### src/rtl/kw_wdt_pkg.sv
package kw_wdt_pkg;
  typedef enum logic [1:0] {
    SLP_RUN      = 2'd0,
    SLP_IDLE     = 2'd1,
    SLP_SHUTDOWN = 2'd2,
    SLP_STATIC   = 2'd3
  } slp_mode_e;

  typedef enum logic {
    ADDR_CTRL = 1'b0,
    ADDR_CLR  = 1'b1
  } wr_addr_e;
endpackage

### src/rtl/kw_wdt_ctrl.sv
module kw_wdt_ctrl
  import kw_wdt_pkg::*;
#(
  parameter int unsigned DATA_W     = 32,
  parameter int unsigned PSEL_W     = 5,
  parameter int unsigned KEY_W      = 8,
  parameter logic [KEY_W-1:0] KEY_ARM    = 8'h55,
  parameter logic [KEY_W-1:0] KEY_COMMIT = 8'hAA
) (
  input  logic              clk_i,
  input  logic              rst_ni,
  input  logic              wr_en_i,
  input  logic              wr_addr_i,
  input  logic [DATA_W-1:0] wr_data_i,
  output logic              en_o,
  output logic [PSEL_W-1:0] psel_o
);
  localparam int unsigned PAY_W = DATA_W - KEY_W;
  localparam int unsigned REG_W = PSEL_W + 1;

  logic [KEY_W-1:0] key;
  logic [PAY_W-1:0] pay, held_q;
  logic [REG_W-1:0] ctrl_q;
  logic             armed_q, ctrl_wr;

  assign ctrl_wr = wr_en_i && (wr_addr_i == ADDR_CTRL);
  assign key     = wr_data_i[DATA_W-1 -: KEY_W];
  assign pay     = wr_data_i[PAY_W-1:0];

  // one-bit key state; the whole non-key word is latched for the match
  always_ff @(posedge clk_i or negedge rst_ni) begin
    if (!rst_ni) begin
      armed_q <= 1'b0;
      held_q  <= '0;
      ctrl_q  <= '0;
    end else if (ctrl_wr) begin
      if (key == KEY_ARM) begin
        armed_q <= 1'b1;
        held_q  <= pay;
      end else begin
        armed_q <= 1'b0;
        if (key == KEY_COMMIT && armed_q && pay == held_q) ctrl_q <= pay[REG_W-1:0];
      end
    end
  end

  assign en_o   = ctrl_q[0];
  assign psel_o = ctrl_q[REG_W-1:1];
endmodule

### src/rtl/kw_wdt_counter.sv
module kw_wdt_counter #(
  parameter int unsigned PSEL_W = 5
) (
  input  logic              clk_i,
  input  logic              rst_ni,
  input  logic              en_i,
  input  logic [PSEL_W-1:0] psel_i,
  input  logic              tick_i,
  input  logic              clr_i,
  output logic              srst_o
);
  localparam int unsigned CNT_W = (1 << PSEL_W) + 1;

  logic [CNT_W-1:0]  cnt_q, limit;
  logic [PSEL_W:0]   shamt;
  logic              expire, srst_q;

  assign shamt  = {1'b0, psel_i} + (PSEL_W+1)'(1);
  assign limit  = (CNT_W'(1) << shamt) - CNT_W'(1);
  // >= covers a select shrunk below the running count
  assign expire = en_i && tick_i && !clr_i && (cnt_q >= limit);

  always_ff @(posedge clk_i or negedge rst_ni) begin
    if (!rst_ni) begin
      cnt_q  <= '0;
      srst_q <= 1'b0;
    end else begin
      srst_q <= expire;
      if (!en_i || clr_i)  cnt_q <= '0;
      else if (tick_i)     cnt_q <= expire ? '0 : cnt_q + CNT_W'(1);
    end
  end

  assign srst_o = srst_q;
endmodule

### src/rtl/kw_wdt_sleep.sv
module kw_wdt_sleep
  import kw_wdt_pkg::*;
(
  input  logic       en_i,
  input  logic [1:0] req_i,
  output logic [1:0] mode_o
);
  slp_mode_e req, mode;

  always_comb begin
    req  = slp_mode_e'(req_i);
    mode = req;
    if (en_i && req == SLP_STATIC) mode = SLP_SHUTDOWN;
  end

  assign mode_o = mode;
endmodule

### src/rtl/kw_wdt.sv
module kw_wdt
  import kw_wdt_pkg::*;
#(
  parameter int unsigned DATA_W     = 32,
  parameter int unsigned PSEL_W     = 5,
  parameter int unsigned KEY_W      = 8,
  parameter logic [KEY_W-1:0] KEY_ARM    = 8'h55,
  parameter logic [KEY_W-1:0] KEY_COMMIT = 8'hAA
) (
  input  logic              clk_i,
  input  logic              rst_ni,
  input  logic              tick_i,
  input  logic              wr_en_i,
  input  logic              wr_addr_i,
  input  logic [DATA_W-1:0] wr_data_i,
  input  logic [1:0]        sleep_req_i,
  output logic              en_o,
  output logic [PSEL_W-1:0] psel_o,
  output logic              rc_en_o,
  output logic              srst_o,
  output logic [1:0]        sleep_mode_o
);
  logic              en;
  logic [PSEL_W-1:0] psel;
  logic              clr_wr;

  assign clr_wr = wr_en_i && (wr_addr_i == ADDR_CLR);

  kw_wdt_ctrl #(
    .DATA_W(DATA_W), .PSEL_W(PSEL_W), .KEY_W(KEY_W),
    .KEY_ARM(KEY_ARM), .KEY_COMMIT(KEY_COMMIT)
  ) u_ctrl (
    .clk_i, .rst_ni, .wr_en_i, .wr_addr_i, .wr_data_i,
    .en_o(en), .psel_o(psel)
  );

  kw_wdt_counter #(.PSEL_W(PSEL_W)) u_cnt (
    .clk_i, .rst_ni, .en_i(en), .psel_i(psel), .tick_i,
    .clr_i(clr_wr), .srst_o
  );

  kw_wdt_sleep u_slp (.en_i(en), .req_i(sleep_req_i), .mode_o(sleep_mode_o));

  assign en_o    = en;
  assign psel_o  = psel;
  assign rc_en_o = en;
endmodule

### config.mk
export PLATFORM = sky130hd
export DESIGN_NAME = kw_wdt
export DESIGN_NICKNAME = d
export VERILOG_FILES = /design/src/rtl/kw_wdt_pkg.sv /design/src/rtl/kw_wdt_ctrl.sv /design/src/rtl/kw_wdt_counter.sv /design/src/rtl/kw_wdt_sleep.sv /design/src/rtl/kw_wdt.sv
export SDC_FILE = /design/constraint.sdc
export NUM_CORES = 1
export LEC_CHECK = 0
export BUFFER_PORTS_ARGS = -buffer_cell sky130_fd_sc_hd__buf_2
export CAP_MARGIN = 30
export CORE_MARGIN = 2
export CORE_UTILIZATION = 53
export DETAILED_ROUTE_END_ITERATION = 12
export PLACE_DENSITY_LB_ADDON = 0.12
export SLEW_MARGIN = 20
export SYNTH_ARGS = -nofsm -noshare
export SYNTH_HDL_FRONTEND = slang
export SYNTH_SLANG_ARGS = --single-unit
### constraint.sdc
create_clock -name clk_i -period 5.3 [get_ports clk_i]
set_input_delay 0.265 -clock clk_i [delete_from_list [all_inputs] [get_ports clk_i]]
set_output_delay 0.265 -clock clk_i [all_outputs]
set_load 0.03 [all_outputs]
-- Yosys cells after proc, flatten, opt, wreduce, memory -nomap -nowiden
Index checks and enable logic that the tools add are counted.
- register bits after elaboration: 65
- bits of input ports: 39
- output and inout bits: 10
- logic and storage cells: 35
- add/sub/neg operators: 3
- $lt $le $gt $ge: 1
- equality and inequality tests: 4
- shifts and indexed selects: 1
- muxes and demuxes: 5
- bitwise operators: 2
- reduce and logical (&&, ||, !) cells: 14
- operator list (kind ; number):
    33-bit two-way mux ; 3
    33-bit by 1-bit adder with 33-bit output, second input constant ; 1
    33-bit greater-or-equal comparator ; 1
    1-bit by 6-bit left shift with 33-bit output, first input constant ; 1
    33-bit by 2-bit subtractor with 33-bit output, second input constant ; 1
    24-bit == test ; 1
    8-bit by 7-bit == test with 1-bit output, second input constant ; 1
    8-bit == test, second input constant ; 1
    1-bit logical AND ; 8
    5-bit by 1-bit adder with 6-bit output, second input constant ; 1
    3-bit AND reduction ; 1
    2-bit == test, second input constant ; 1
    1-bit zero test ; 2
    2-bit two-way mux ; 1
    1-bit inverter ; 2
    2-bit AND reduction ; 1
    2-bit nonzero test ; 1
    1-bit logical OR ; 1
    1-bit two-way mux ; 1

-- Logic depth before layout (Yosys ltp)
- word-level depth: 8
- mapped depth: 18
- mapped depth without buffers: 16

-- Modules after synthesis
From an unflattened synthesis, not the netlist that was laid out.
- cells, all modules: 526
- area total of the unflattened synthesis: 4707.0 µm²
- modules (own cells, without submodules) (module ; times used ; cells an instance ; area each (µm²) ; sequential area each (µm²)):
    kw_wdt_counter ; 1 ; 415 ; 3204.3 ; 850.8
    kw_wdt_ctrl ; 1 ; 107 ; 1473.9 ; 775.7
    kw_wdt_sleep ; 1 ; 2 ; 15.0 ; 0.0
    kw_wdt ; 1 ; 2 ; 13.8 ; 0.0

-- Least setup slack after synthesis
Ideal clock, no wire load.
- path type: register to register
- start: register u_ctrl.ctrl_q[2]
- end: register u_cnt.cnt_q[14]
- library setup time: 0.133 ns
- arrival: 4.049 ns
- data required time: 5.167 ns
- setup slack: 1.118 ns
- stages on the path, launching flop included: 17
- path buffers: 3
- period minus slack after synthesis: 4.182 ns
- cells stage by stage: dfrtp_1 or3_1 nand2b_1 clkbuf_1 ha_1 clkbuf_1 nor2b_1 a31oi_1 o32a_1 ha_1 nand4_1 or4_1 o211ai_1 o21ai_1 buf_2 o21ai_1 nor2_1
- cells in the longest elaborated chain, start to end: 8
- RTL lines (item ; line ; source):
    start, declared ; kw_wdt_ctrl.sv:23 ; logic [REG_W-1:0] ctrl_q;
    start signal, assigned ; kw_wdt_ctrl.sv:42 ; if (key == KEY_COMMIT && armed_q && pay == held_q) ctrl_q <= pay[REG_W-1:0];
    5-bit by 1-bit adder with 6-bit output ; kw_wdt_counter.sv:18 ; assign shamt = {1'b0, psel_i} + (PSEL_W+1)'(1);
    1-bit by 6-bit left shift with 33-bit output ; kw_wdt_counter.sv:19 ; assign limit = (CNT_W'(1) << shamt) - CNT_W'(1);
    33-bit by 2-bit subtractor with 33-bit output ; kw_wdt_counter.sv:19 ;
    33-bit greater-or-equal comparator ; kw_wdt_counter.sv:21 ; assign expire = en_i && tick_i && !clr_i && (cnt_q >= limit);
    1-bit logical AND ; kw_wdt_counter.sv:21 ;
    33-bit two-way mux (2 in a row) ; kw_wdt_counter.sv:30 ; else if (tick_i) cnt_q <= expire ? '0 : cnt_q + CNT_W'(1);
    33-bit two-way mux ; kw_wdt_counter.sv:29 ; if (!en_i || clr_i) cnt_q <= '0;
    end signal, assigned ; kw_wdt_counter.sv:30 ;
    end, declared ; kw_wdt_counter.sv:14 ; logic [CNT_W-1:0] cnt_q, limit;
Every way passes these cells. The select of a mux whose other input is x is not followed.
A chain may end at the register's enable or synchronous reset.

-- Worst setup path in the final report
- start: register u_ctrl.ctrl_q[2]
- end: register u_cnt.cnt_q[2]
Same word-level chain as after synthesis.

==> reports/qor.txt <==
Max incr delay on CP -> 0.56 ns
Total power -> 1.054 mW
Die Wd -> 98.93 µm
Finished Cell Area -> 0.005361 mm²
Number of global-route vias before repair -> 3923
Critical Path Start Type -> register
CTS tree -> yes
Worst slew pin tran -> 0.8457 ns
TritonCTS buffer count -> 9
Max Cap Viol -> 0
Most used DFF post-synth -> dfrtp_1
WL per Instance -> 17.48 µm
Post-synth top area share -> 34.06%
Worst path slowest cell -> dfrtp_1
Post-route ant nets -> 0
# nets final -> 659
Largest area contributor in the synthesized netlist -> dfrtp_1
Layout cell share with drive strength beyond 1 -> 20.68%
Core Region -> 0.008721 mm²
Slew margin rel. -> 43.62%
Dpl cell area -> 0.005116 mm²
Worst Skew -> 0.01175 ns
RSZ-0062 raised after global routing -> false
ANT cells -> 0
Delay-heaviest family, CP -> simple AND/OR/NAND/NOR gates
Vias per cell -> 6.211
Setup_tns -> 0 ns
Status -> completed
Minimum clock period -> 4.696 ns
CTS Root Cell -> clkbuf_8
Buf+Inv Stages, Crit Path -> 1
DRT Pass-1 Iters -> 5
Clk pin slew, worst setup/hold paths -> 0.08 ns
Initial antenna violation count -> 0
Critical path endpoint category -> register
I/O pins -> 49
Synth Instances -> 545
WHS -> 0.09259 ns
Peak supply drop -> 181.8 µV
Synthesized flop and latch total -> 65
Vias post-DR -> 4335
Placer Congestion -> 0.9548
Leakage power -> 2.457 nW
Row count -> 34
Achievable frequency -> 213.0 MHz
Final setup viols -> 0
CP Cell Sequence -> or3_1, nand2b_1, ha_2, nor2_1, a21oi_1, nor2_1, a21oi_1, ha_1, a21oi_1, o21ai_0, a2111oi_0, nor3b_1, o21ai_2, buf_4, o21ai_1, nor2_1
Slew Viols, Final -> 0
Pin count of the biggest net entering global routing -> 66
Depth of the CTS H-tree -> 3
Starting density of the core -> 54.76%
Gr usage total -> 25.47%
Ys Warns -> 0
Hold Vio Cnt, Final -> 0
Clock latency on the worst-skew pair -> 0.35 ns
EDFF count, synth -> 0
CTS sink count -> 65
Ys async rst share -> 100.0%
Register area share after synthesis -> 34.06%
WS Path Type -> register to register
Req. time, crit path -> 5.57 ns
Critical Path Fanout Max -> 20
Area delta synth->final -> 12.26%
Synth top cells by count -> dfrtp_1 (65), nand2_1 (48), nor2_1 (36)
Clk buf depth -> 2
Initial DRC Count -> 300
Fin crit share -> 88.60%
Post-DP HPWL -> 9.058 mm
PortBufs -> 48
Most frequent cell after synthesis -> dfrtp_1
Top cells by area, synth -> dfrtp_1 (34%), ha_1 (9.2%), mux2_2 (7.3%)
Total length of routed wires -> 12.20 mm
Avg Inst Size Synth -> 8.763 µm²
Unique cell type count in the Yosys netlist -> 60
Postcts setup bufs -> 0
Power Dens Cells -> 196.7 mW/mm²
Drt drc -> 0
Hold Path Class -> input port to asynchronous set/reset pin
Post-Synthesis Cell Area -> 0.004776 mm²
WP data arrival -> 4.97 ns
Total grt overflow -> 0
Full die area -> 0.009786 mm²
Height of the chip -> 98.93 µm
First-pass GRT wire length -> 20.00 mm
routing by layer:
metal	track usage, %	wire (µm)	vias up
met5	0	0	-
li1	-	-	2080
met2	37.16	5500	116
met4	6.217	216	0
met3	5.319	707	19
met1	38.64	5778	2120
cell type report:
cell class	count	area [µm²]
Fill cell	772	3359
Clock inverter	7	101.3
Timing Repair Buffer	58	326.6
Tap cell	108	135.1
Inverter	23	86.33
Clock buffer	9	123.9
Sequential cell	65	1627
Multi-Input combinational cell	428	2962
cells in the final DEF, fill, tap and decap left out, drive strengths merged, types with 4 or more instances in the layout:
master	instances
and3	7
dfrtp	65
buf	58
xor2	22
nor3	14
nor2	37
a21oi	19
a31oi	25
and2	11
o21ai	25
nand4	27
a21o	4
nand2b	5
mux2	31
nor2b	5
a211oi	4
xnor2	9
a32oi	5
o211ai	6
inv	25
clkbuf	9
ha	35
mux2i	4
nand2	48
or4	4
nor4	8
nand3	34
through the flow:
stage / setup slack (ns) / util [%] / std cells
detailed placement: 0.3638 / 58.67 / 681
CTS: 0.3425 / 61.25 / 697
global route: 0.08383 / 61.48 / 698
global placement: 0.5606 / 58.54 / 680
finish: 0.6042 / 61.48 / 698
floorplan: 1.118 / - / 546
cells by family (layout without fill, tap and decap cells):
kind of cell | Yosys count | in the layout | share of synthesized area, %
XOR/XNOR | 31 | 31 | 5.685
other | 1 | 2 | 0.07852
AO/OA/AOI/OAI | 111 | 111 | 14.91
flip-flops | 65 | 65 | 34.06
buffers and inverters | 53 | 97 | 4.323
multiplexers | 35 | 35 | 8.148
AND/OR/NAND/NOR | 214 | 214 | 23.63
adder cells (fa/ha/maj) | 35 | 35 | 9.170
report_power, final:
part / switching (mW) / internal (mW)
combinational: 0.0374 / 0.0269
sequential: 0.00326 / 0.500
clock: 0.218 / 0.269
timing repair:
action,in CTS,in global routing
hold buffers,0,0
setup endpoints to repair,0,27
gates resized for setup,0,2
path summary, 6_finish.rpt:
path                                                    from                             to  slack, ns  depth (start not counted)
max in group asynchronous                             rst_ni   u_ctrl.ctrl_q[5]$_DFFE_PN0P_       4.64                          2
worst max-delay path            u_ctrl.ctrl_q[2]$_DFFE_PN0P_     u_cnt.cnt_q[2]$_DFFE_PN0P_       0.60                         16
worst min register to register    u_ctrl.armed_q$_DFFE_PN0P_     u_ctrl.armed_q$_DFFE_PN0P_       0.48                          1
worst max register to register  u_ctrl.ctrl_q[2]$_DFFE_PN0P_     u_cnt.cnt_q[2]$_DFFE_PN0P_       0.60                         16
min in group clk_i                             wr_data_i[11]  u_ctrl.held_q[11]$_DFFE_PN0P_       0.17                          2
worst min-delay path                                  rst_ni    u_cnt.cnt_q[13]$_DFFE_PN0P_       0.09                          2
registers in the layout, indices dropped and copies added (netlist names):
name	flops
u_ctrl.armed_q	1
u_ctrl.ctrl_q	6
u_cnt.cnt_q	33
u_ctrl.held_q	24
u_cnt.srst_o	1
Power figures use the tool's default switching activity.
